`config.mk`:
```
export PLATFORM = sky130hd
export DESIGN_NAME = wsw_merge
export DESIGN_NICKNAME = d
export VERILOG_FILES = /design/src/rtl/wsw_pkg.sv /design/src/rtl/wsw_arbiter.sv /design/src/rtl/wsw_grant.sv /design/src/rtl/wsw_lock.sv /design/src/rtl/wsw_merge.sv
export SDC_FILE = /design/constraint.sdc
export NUM_CORES = 1
export LEC_CHECK = 0
export BUFFER_PORTS_ARGS = -buffer_cell sky130_fd_sc_hd__buf_2
export CORE_MARGIN = 2
export CORE_UTILIZATION = 50
export CTS_BUF_LIST = sky130_fd_sc_hd__clkbuf_2 sky130_fd_sc_hd__clkbuf_4 sky130_fd_sc_hd__clkbuf_8
export DETAILED_ROUTE_END_ITERATION = 8
export GPL_TIMING_DRIVEN = 0
export PLACE_DENSITY = 0.86
export SKIP_LAST_GASP = 1
export SYNTH_ARGS = -nofsm -noshare
export SYNTH_HDL_FRONTEND = slang
export SYNTH_SLANG_ARGS = --single-unit
```
`constraint.sdc`:
```
create_clock -name clk -period 7.5 [get_ports clk]
set_input_delay 1.5 -clock clk [delete_from_list [all_inputs] [get_ports clk]]
set_output_delay 1.5 -clock clk [all_outputs]
set_load 0.02 [all_outputs]
```
`src/rtl/wsw_pkg.sv`:
```
package wsw_pkg;

  typedef enum logic [1:0] {
    PK_READ  = 2'd0,
    PK_WRITE = 2'd1,
    PK_LOCK  = 2'd2,
    PK_WRNP  = 2'd3
  } pkt_kind_e;

  function automatic logic kind_releases(input pkt_kind_e k);
    return (k == PK_WRITE) || (k == PK_WRNP);
  endfunction

endpackage

```
`src/rtl/wsw_arbiter.sv`:
```
module wsw_arbiter #(
  parameter int N  = 3,
  parameter int PW = 2,
  localparam int SW = (N > 1) ? $clog2(N) : 1
) (
  input  logic                 clk,
  input  logic                 rst_n,
  input  logic [N-1:0]         req,
  input  logic [N-1:0][PW-1:0] press,
  input  logic [SW-1:0]        prev,
  output logic                 win_valid,
  output logic [SW-1:0]        win_idx
);

  function automatic logic [PW-1:0] top_press(input logic [N-1:0] r,
                                              input logic [N-1:0][PW-1:0] p);
    logic [PW-1:0] m;
    m = '0;
    for (int i = 0; i < N; i++)
      if (r[i] && (p[i] > m)) m = p[i];
    return m;
  endfunction

  function automatic logic [SW-1:0] rot_pick(input logic [N-1:0] cand,
                                             input logic [SW-1:0] last);
    logic [SW-1:0] w;
    logic          got;
    int            j;
    w   = '0;
    got = 1'b0;
    for (int k = 1; k <= N; k++) begin
      j = (int'(last) + k) % N;
      if (!got && cand[j]) begin
        w   = SW'(j);
        got = 1'b1;
      end
    end
    return w;
  endfunction

  logic [PW-1:0] best;
  logic [N-1:0]  tied;

  always_comb begin
    best = top_press(req, press);
    for (int i = 0; i < N; i++)
      tied[i] = req[i] && (press[i] == best);
    win_valid = |req;
    win_idx   = rot_pick(tied, prev);
  end

  AST_WIN_REQUESTS: assert property (@(posedge clk) disable iff (!rst_n)
    win_valid |-> req[win_idx]);

  AST_WIN_TOP_PRESS: assert property (@(posedge clk) disable iff (!rst_n)
    win_valid |-> (press[win_idx] >= press[prev] || !req[prev]));

endmodule

```
`src/rtl/wsw_grant.sv`:
```
module wsw_grant #(
  parameter int N  = 3,
  parameter int PW = 2,
  localparam int SW = (N > 1) ? $clog2(N) : 1
) (
  input  logic          clk,
  input  logic          rst_n,
  input  logic          win_valid,
  input  logic [SW-1:0] win_idx,
  input  logic [PW-1:0] win_press,
  input  logic          cell_fire,
  input  logic          cell_last,
  output logic          busy,
  output logic          first,
  output logic [SW-1:0] gnt,
  output logic [SW-1:0] prev,
  output logic [PW-1:0] press_q
);

  logic take;
  logic done;

  assign take = !busy && win_valid;
  assign done = busy && cell_fire && cell_last;

  always_ff @(posedge clk or negedge rst_n) begin
    if (!rst_n) begin
      busy    <= 1'b0;
      first   <= 1'b0;
      gnt     <= '0;
      prev    <= SW'(N - 1);
      press_q <= '0;
    end else if (take) begin
      busy    <= 1'b1;
      first   <= 1'b1;
      gnt     <= win_idx;
      prev    <= win_idx;
      press_q <= win_press;
    end else if (done) begin
      busy  <= 1'b0;
      first <= 1'b0;
    end else if (busy && cell_fire) begin
      first <= 1'b0;
    end
  end

  AST_HOLD_GRANT: assert property (@(posedge clk) disable iff (!rst_n)
    (busy && !done) |=> (busy && $stable(gnt)));

  AST_PRESS_FROZEN: assert property (@(posedge clk) disable iff (!rst_n)
    (busy && !done) |=> $stable(press_q));

  AST_FREE_AFTER_LAST: assert property (@(posedge clk) disable iff (!rst_n)
    done |=> !busy);

endmodule

```
`src/rtl/wsw_lock.sv`:
```
module wsw_lock #(
  parameter int N = 3,
  localparam int SW = (N > 1) ? $clog2(N) : 1
) (
  input  logic               clk,
  input  logic               rst_n,
  input  logic               hdr_fire,
  input  logic               last_fire,
  input  logic [SW-1:0]      src,
  input  wsw_pkg::pkt_kind_e kind,
  output logic               held,
  output logic [SW-1:0]      owner
);
  import wsw_pkg::*;

  logic rel_now;
  logic rel_pend;
  logic rel_eff;

  assign rel_now = held && (src == owner) && kind_releases(kind);
  assign rel_eff = hdr_fire ? rel_now : rel_pend;

  always_ff @(posedge clk or negedge rst_n) begin
    if (!rst_n) begin
      held     <= 1'b0;
      owner    <= '0;
      rel_pend <= 1'b0;
    end else begin
      if (hdr_fire && kind == PK_LOCK) begin
        held  <= 1'b1;
        owner <= src;
      end
      if (last_fire) begin
        rel_pend <= 1'b0;
        if (rel_eff) held <= 1'b0;
      end else if (hdr_fire) begin
        rel_pend <= rel_now;
      end
    end
  end

  AST_LOCK_TAKEN: assert property (@(posedge clk) disable iff (!rst_n)
    (hdr_fire && kind == PK_LOCK) |=> (held && owner == $past(src)));

  AST_READ_KEEPS_LOCK: assert property (@(posedge clk) disable iff (!rst_n)
    (held && hdr_fire && kind == PK_READ && !last_fire) |=> held);

endmodule

```
`src/rtl/wsw_merge.sv`:
```
module wsw_merge #(
  parameter int N_IN = 3,
  parameter int DW   = 16,
  parameter int PW   = 2,
  localparam int SW  = (N_IN > 1) ? $clog2(N_IN) : 1
) (
  input  logic                    clk,
  input  logic                    rst_n,
  input  logic [N_IN-1:0]         in_valid,
  output logic [N_IN-1:0]         in_ready,
  input  logic [N_IN-1:0][DW-1:0] in_data,
  input  logic [N_IN-1:0]         in_last,
  input  logic [N_IN-1:0][PW-1:0] in_press,
  output logic                    out_valid,
  input  logic                    out_ready,
  output logic [DW-1:0]           out_data,
  output logic                    out_last,
  output logic [PW-1:0]           out_press,
  output logic [SW-1:0]           out_src
);
  import wsw_pkg::*;

  logic            busy, first;
  logic [SW-1:0]   gnt, prev, owner;
  logic            held;
  logic [N_IN-1:0] eligible;
  logic            win_valid;
  logic [SW-1:0]   win_idx;
  logic [PW-1:0]   win_press;
  logic            out_fire;
  logic            hdr_fire;
  logic            last_fire;
  pkt_kind_e       kind;

  generate
    for (genvar g = 0; g < N_IN; g++) begin : g_port
      assign eligible[g] = !busy && in_valid[g] && (!held || owner == SW'(g));
      assign in_ready[g] = busy && (gnt == SW'(g)) && out_ready;
    end
  endgenerate

  assign win_press = in_press[win_idx];

  wsw_arbiter #(.N(N_IN), .PW(PW)) u_arb (
    .clk       (clk),
    .rst_n     (rst_n),
    .req       (eligible),
    .press     (in_press),
    .prev      (prev),
    .win_valid (win_valid),
    .win_idx   (win_idx)
  );

  wsw_grant #(.N(N_IN), .PW(PW)) u_gnt (
    .clk       (clk),
    .rst_n     (rst_n),
    .win_valid (win_valid),
    .win_idx   (win_idx),
    .win_press (win_press),
    .cell_fire (out_fire),
    .cell_last (out_last),
    .busy      (busy),
    .first     (first),
    .gnt       (gnt),
    .prev      (prev),
    .press_q   (out_press)
  );

  assign out_valid = busy && in_valid[gnt];
  assign out_data  = in_data[gnt];
  assign out_last  = in_last[gnt];
  assign out_src   = gnt;
  assign out_fire  = out_valid && out_ready;
  assign hdr_fire  = out_fire && first;
  assign last_fire = out_fire && out_last;
  assign kind      = pkt_kind_e'(out_data[1:0]);

  wsw_lock #(.N(N_IN)) u_lock (
    .clk       (clk),
    .rst_n     (rst_n),
    .hdr_fire  (hdr_fire),
    .last_fire (last_fire),
    .src       (gnt),
    .kind      (kind),
    .held      (held),
    .owner     (owner)
  );

  AST_ONE_READY: assert property (@(posedge clk) disable iff (!rst_n)
    $onehot0(in_ready));

  AST_RESET_QUIET: assert property (@(posedge clk)
    !rst_n |-> (!out_valid && in_ready == '0));

  AST_STALL_HOLDS: assert property (@(posedge clk) disable iff (!rst_n)
    (out_valid && !out_ready) |=> (out_valid && $stable(out_data) && $stable(out_src)));

  AST_GAP_AFTER_LAST: assert property (@(posedge clk) disable iff (!rst_n)
    last_fire |=> !out_valid);

  AST_LOCK_EXCLUSIVE: assert property (@(posedge clk) disable iff (!rst_n)
    (held && out_valid) |-> (out_src == owner));

endmodule

```
Yosys cells after proc, flatten, opt, wreduce, memory -nomap -nowiden:

Cells that the tools add are included.

* register bits after elaboration: 12
* bits in latches: 0
* bits in writable memories: 0
* bits in read-only memories: 0
* input port bits: 63
* output and inout bits: 25
* word-level logic and storage cells: 111
* memories: 0

* $add $sub $neg: 3
* multipliers: 0
* div/mod/pow operators: 3
* magnitude comparators: 8
* equal/unequal tests: 11
* shift operators: 0
* mux-type cells: 35
* bitwise gates (word level): 0
* reductions and logical operators: 43

Operators with widths (count)
* 32-bit by 4-bit less-than comparator with 1-bit output (second input constant): 3
* 32-bit by 3-bit remainder unit with 32-bit output (second input constant): 3
* 16-bit binary-select mux with 2-bit select: 1
* 1-bit logical AND: 30
* 1-bit 2-to-1 mux: 20
* 16-bit 2-to-1 mux: 1
* 2-bit 2-to-1 mux: 7
* 1-bit binary-select mux with 2-bit select: 5
* 2-bit == test: 4
* 2-bit == test (second input constant): 4
* 2-bit by 2-bit adder with 3-bit output (second input constant): 2
* 2-bit by 1-bit == test with 1-bit output (second input constant): 3
* 2-bit by 3-bit less-than comparator with 1-bit output (second input constant): 2
* 2-bit binary-select mux with 2-bit select: 1
* 2-bit greater-than comparator: 2
* 1-bit zero test: 4
* 2-bit zero test: 2
* 1-bit logical OR: 4
* 2-bit by 1-bit adder with 3-bit output (second input constant): 1
* 3-bit nonzero test: 1
* 3-bit OR reduction: 1
* 2-bit by 1-bit greater-than comparator with 1-bit output (second input constant): 1
* 2-bit nonzero test: 1

Longest topological paths before layout:

* word-level depth: 25
* gate-level depth with buffers: 22
* mapped depth without buffers: 19

Modules after synthesis:

From an unflattened synthesis, not the netlist that was laid out.

* cells, all modules: 194
* area, all modules: 1631.6 um2

By module, submodules not included
* wsw_arbiter: times used 1, cells each 73, area each 584.3 um2, sequential area each 0.0 um2
* wsw_merge: times used 1, cells each 86, area each 550.5 um2, sequential area each 0.0 um2
* wsw_grant: times used 1, cells each 19, area each 277.8 um2, sequential area each 176.4 um2
* wsw_lock: times used 1, cells each 16, area each 219.0 um2, sequential area each 100.1 um2

Least setup slack after synthesis:

OpenSTA, ideal clock, no wires.

* path kind: input -> register
* start: input port in_valid[0]
* end: register u_gnt.press_q[0]
* library setup time: 0.127 ns
* arrival time: 5.153 ns
* required time: 7.373 ns
* setup slack: 2.220 ns
* stages: 20
* buffers on the path: 2
* path through: and3_1 clkbuf_1 nand2_1 ha_1 nor2b_1 a2bb2oi_1 and2_1 buf_2 nor2_1 a21oi_1 ha_1 nor2b_1 o21ai_1 nor2_1 or4_4 nand4b_2 o2111ai_2 a31oi_4 mux2i_1 o21ai_1

* cells in the longest elaborated chain, start to end: 24
* elaborated cells between the ends (all ways): 38
* classes of those cells: order compare (2); eq/ne (3); mux (19); reduce/logical (14)

Ends and longest elaborated chain
* start: declaration: RTL line wsw_merge.sv:9 `input logic [N_IN-1:0] in_valid,`
* 1-bit logical AND (*) (2 in series): RTL line wsw_merge.sv:37 `assign eligible[g] = !busy && in_valid[g] && (!held || owner == SW'(g));`
* 1-bit logical AND: RTL line wsw_arbiter.sv:20 `if (r[i] && (p[i] > m)) m = p[i];`
* 2-bit 2-to-1 mux: RTL line wsw_arbiter.sv:20
* 2-bit greater-than comparator: RTL line wsw_arbiter.sv:20
* 1-bit logical AND: RTL line wsw_arbiter.sv:20
* 2-bit 2-to-1 mux: RTL line wsw_arbiter.sv:20
* 2-bit greater-than comparator: RTL line wsw_arbiter.sv:20
* 1-bit logical AND: RTL line wsw_arbiter.sv:20
* (+7 left out)
* 1-bit zero test: RTL line wsw_arbiter.sv:33 `if (!got && cand[j]) begin`
* 1-bit logical AND: RTL line wsw_arbiter.sv:33
* 1-bit 2-to-1 mux: RTL line wsw_arbiter.sv:33
* 1-bit zero test: RTL line wsw_arbiter.sv:33
* 1-bit logical AND: RTL line wsw_arbiter.sv:33
* 2-bit 2-to-1 mux: RTL line wsw_arbiter.sv:33
* 2-bit binary-select mux with 2-bit select: RTL line wsw_merge.sv:42 `assign win_press = in_press[win_idx];`
* 2-bit 2-to-1 mux (implied by the code): RTL line wsw_merge.sv:42
* end signal: assignment: RTL line wsw_grant.sv:38 `press_q <= win_press;`
* end: declaration: RTL line wsw_grant.sv:17 `output logic [PW-1:0] press_q`

Every way passes the cells marked *; elsewhere a longest branch is shown, timed or not. The select of a mux whose other input is x is not followed.
A chain may end at the register's enable or synchronous reset.

Worst setup path after layout:

* start: input port in_valid[0]
* end: register u_gnt.press_q[1]

The elaborated chain is that of the path after synthesis.

==> tab_implementation.tex <==
\begin{tabular}{lr}
\hline
Metric & Value \\
\hline
\multicolumn{2}{l}{\textbf{Synthesis}} \\
Cell variety after synth & 55 \\
Per-instance average area after synthesis & 7.68 um2 \\
Leading register cell type out of synthesis & sky130\_fd\_sc\_hd\_\_dfrtp\_1 \\
Synth warn & 0 \\
Cells after Synth & 211 \\
Sequential element share of the synthesized area & 0.171 \\
Cell area after synthesis & 1620 um2 \\
Flip-flop and latch count after synthesis & 11 \\
Async SR Flop Fraction & 1.00 \\
Post-synth EDFFs & 0 \\
Post-synthesis net count & 282 \\
\multicolumn{2}{l}{\textbf{Floorplan}} \\
Boundary Pins & 88 \\
Area enclosed by the die boundary & 3710 um2 \\
Core region area & 3080 um2 \\
Die outline height & 60.9 um \\
Width of the die & 60.9 um \\
Effective utilization at floorplan & 0.526 \\
Std-Cell Rows & 20 \\
\multicolumn{2}{l}{\textbf{Finish}} \\
Nets & 371 \\
Number of diodes & 0 \\
Share of cells above drive strength 1 & 0.365 \\
Most common cell after layout, fill and taps aside & sky130\_fd\_sc\_hd\_\_buf\_2 \\
Post-Route Utilization & 0.691 \\
Area growth from synthesis to layout & 31.2\% \\
Commonest cells after routing, fill and taps aside & 88 x sky130\_fd\_sc\_hd\_\_buf\_2, 34 x sky130\_fd\_sc\_hd\_\_nand2\_1, 21 x sky130\_fd\_sc\_hd\_\_o21ai\_0, 20 x sky130\_fd\_sc\_hd\_\_mux2i\_1 \\
\multicolumn{2}{l}{\textbf{Setup path}} \\
Max incr delay on CP & 580 ps \\
Combined buffer and inverter count along the critical path & 3 \\
Standard cell with the maximum stage delay on the critical path & sky130\_fd\_sc\_hd\_\_or4\_4 \\
Worst Path Required & 7650 ps \\
Top delay family on crit path & simple AND/OR/NAND/NOR gates \\
CP Capture Type & flip-flop \\
Cell-by-cell trace of the critical path & buf\_2, and3\_1, clkbuf\_1, nand2\_1, ha\_1, nor2b\_1, a2bb2oi\_1, and2\_1, buf\_2, nor2\_1, a21oi\_1, ha\_1, nor2b\_1, o21ai\_1, nor2\_1, or4\_4, nand4b\_2, o2111ai\_2, a31oi\_4, mux2i\_1, o21ai\_1 \\
Worst Path Arrival & 5900 ps \\
Type of origin of the critical path & primary input \\
Critical Path Fanout Max & 7 \\
Type of the setup path with the least slack & primary input to flip-flop \\
\multicolumn{2}{l}{\textbf{Placed design}} \\
GPL Wtd Cong & 0.887 \\
Pre-CTS WS & 1540 ps \\
Detailed placement HPWL & 3740 um \\
IO Port Bufs & 84 \\
\multicolumn{2}{l}{\textbf{Pwr}} \\
Proportion of total power due to net switching & 0.537 \\
Internal cell power & 323 uW \\
Total power density per cell area & 328 nW/um2 \\
Net switching component of the power & 375 uW \\
Leak pwr & 0.00101 uW \\
Part of the total power dissipated in the clock network & 0.063 \\
Worst ir drop on vdd & 218 uV \\
Sequential Power Share & 0.160 \\
Relative contribution of combinational cells to total power & 0.777 \\
\multicolumn{2}{l}{\textbf{STA}} \\
RSZ-0062 raised after global routing & no \\
Final count of pins violating max slew & 0 \\
Fmax & 174 MHz \\
Worst setup slack after layout & 1750 ps \\
Final worst clock skew & 1.15 ps \\
Number of hold-slack violations in the final timing report & 0 \\
Tcrit/Tclk final & 0.767 \\
Setup violations, final & 0 \\
Tightest hold margin & 548 ps \\
Sum Neg Setup Slack & 0 ps \\
Max transition margin & 0.326 \\
Clock period minus worst slack & 5750 ps \\
Slew of the pin with the lowest slew margin & 1000 ps \\
\multicolumn{2}{l}{\textbf{Clock network}} \\
Number of sinks on the clock net & 11 \\
H-tree depth & 1 \\
Deepest clock path buffer count & 2 \\
Number of buffers created by CTS & 3 \\
PostCTS Resize Cnt & 0 \\
Clock slew seen by the registers of the worst setup and hold paths & 70 ps \\
TritonCTS clock tree & built \\
Latest clock arrival within the worst-skew pair & 270 ps \\
Post-CTS setup buffers & 0 \\
Number of hold-repair buffers added at the cts stage & 0 \\
Root Buffer & sky130\_fd\_sc\_hd\_\_clkbuf\_4 \\
\multicolumn{2}{l}{\textbf{Detailed routing}} \\
Via-per-instance ratio & 5.56 \\
Number of nets still failing antenna checks after routing & 0 \\
Routed WL per cell & 13.3 um \\
Via Count & 1908 \\
DRC violation count after routing & 0 \\
Initial detailed-routing violation count & 164 \\
Final wirelength & 4560 um \\
Detailed-router iteration count before antenna repair & 4 \\
\multicolumn{2}{l}{\textbf{Run}} \\
Maximum Capacitance Violations & 0 \\
\multicolumn{2}{l}{\textbf{Global route}} \\
Number of global-route vias before repair & 1753 \\
Global-route wire length before repair & 7390 um \\
Pin count of the biggest net entering global routing & 12 \\
GRT Total Usage & 0.258 \\
Initial antenna violation count & 0 \\
Grt total ovfl & 0 \\
\multicolumn{2}{l}{\textbf{Worst hold path}} \\
Worst min-delay path category & flip-flop to flip-flop \\
\multicolumn{2}{l}{\textbf{Outcome}} \\
Outcome & finished clean \\
\hline
\end{tabular}
## power by group through the flow
stage          Combinational, uW  Clock [uW]  Sequential [uW]
3_3_place_gp                 529           0              111
4_1_cts                      541        44.5              111
2_1_floorplan                386           0              116
6_report                     542        44.1              111
3_5_place_dp                 538           0              112
5_1_grt                      594        46.8              115
## routing by layer
| layer | track usage | part of all wire |
|---|---|---|
| met5 | 0 | 0 |
| met4 | 0.0807 | 0.017 |
| met3 | 0.0512 | 0.060 |
| met2 | 0.455 | 0.49 |
| met1 | 0.316 | 0.43 |
## sequential cells by signal (all words and copies together) (netlist names)
signal and count:
u_gnt.busy 1, u_lock.rel_pend 1, u_lock.owner 2, u_lock.held 1
u_gnt.press_q 2, u_gnt.prev 2, u_gnt.gnt 1, u_gnt.first 1
## worst paths after layout
kind | endpoint | slack (ps) | depth (start not counted) | from
setup reg to reg | u_gnt.press_q[1] | 2350 | 21 | u_lock.owner[1]
max in group asynchronous | u_gnt.prev[1] | 6140 | 1 | rst_n
hold / removal | u_gnt.first | 550 | 2 | u_gnt.first
setup / recovery | u_gnt.press_q[1] | 1750 | 21 | in_valid[0]
min in group asynchronous | u_lock.rel_pend | 1090 | 1 | rst_n
hold reg to reg | u_gnt.first | 550 | 2 | u_gnt.first
## cells in the mapped netlist (2+ instances only)
master                     count  area [um2]
sky130_fd_sc_hd__ha_1          8         100
sky130_fd_sc_hd__a21oi_1       7        35.0
sky130_fd_sc_hd__inv_1        10        37.5
sky130_fd_sc_hd__nand2b_1      3        18.8
sky130_fd_sc_hd__nand3b_1      2        15.0
sky130_fd_sc_hd__nand2_1      34         128
sky130_fd_sc_hd__o31ai_1       2        15.0
sky130_fd_sc_hd__xnor2_1       7        61.3
sky130_fd_sc_hd__buf_2         4        20.0
sky130_fd_sc_hd__or2_2         2        12.5
sky130_fd_sc_hd__and2_1        2        12.5
sky130_fd_sc_hd__dfrtp_1      10         250
sky130_fd_sc_hd__a211oi_1      4        30.0
sky130_fd_sc_hd__o21ai_1       3        15.0
sky130_fd_sc_hd__mux2i_1      20         200
sky130_fd_sc_hd__nand3_1       4        20.0
sky130_fd_sc_hd__mux2_2        2        22.5
sky130_fd_sc_hd__and3_1        2        12.5
sky130_fd_sc_hd__a22oi_1       4        30.0
sky130_fd_sc_hd__nor2b_1       3        18.8
sky130_fd_sc_hd__a31o_2        2        17.5
sky130_fd_sc_hd__nor2_1        6        22.5
sky130_fd_sc_hd__o21ai_0      21         105
sky130_fd_sc_hd__nor3b_1       2        15.0
sky130_fd_sc_hd__nor3_1        4        20.0
sky130_fd_sc_hd__a21o_1        4        30.0
sky130_fd_sc_hd__nand4_1       2        12.5
sky130_fd_sc_hd__clkbuf_1     10        37.5
## tightest hold or removal path, stage by stage, from the launching register on
cell	delay, ps
sky130_fd_sc_hd__dfrtp_1	380
sky130_fd_sc_hd__inv_1	50
sky130_fd_sc_hd__o21ai_0	70
## cells by family (layout without fill, tap and decap cells)
group	after synthesis	after routing	share of synthesized area
buffers and inverters	25	113	0.0633
AND/OR/NAND/NOR	72	72	0.230
AO/OA/AOI/OAI	65	65	0.293
adder cells (fa/ha/maj)	8	8	0.0618
XOR/XNOR	8	8	0.0432
multiplexers	22	22	0.137
flip-flops	11	11	0.171
## stage by stage
step	power, uW	area (um2)	std cells
5_1_grt	756	2130	343
2_1_floorplan	502	1620	211
6_report	698	2130	343
4_1_cts	697	2130	343
3_3_place_gp	640	2100	339
3_5_place_dp	650	2100	339
## cell type report
cell class / count / area, um2
Tap cell: 44 / 55.1
Inverter: 10 / 37.5
Sequential cell: 11 / 277
Multi-Input combinational cell: 175 / 1240
Clock buffer: 4 / 30.0
Timing Repair Buffer: 84 / 420
Buffer: 15 / 65.1
Fill cell: 291 / 952
(Power assumes the default switching activity.)
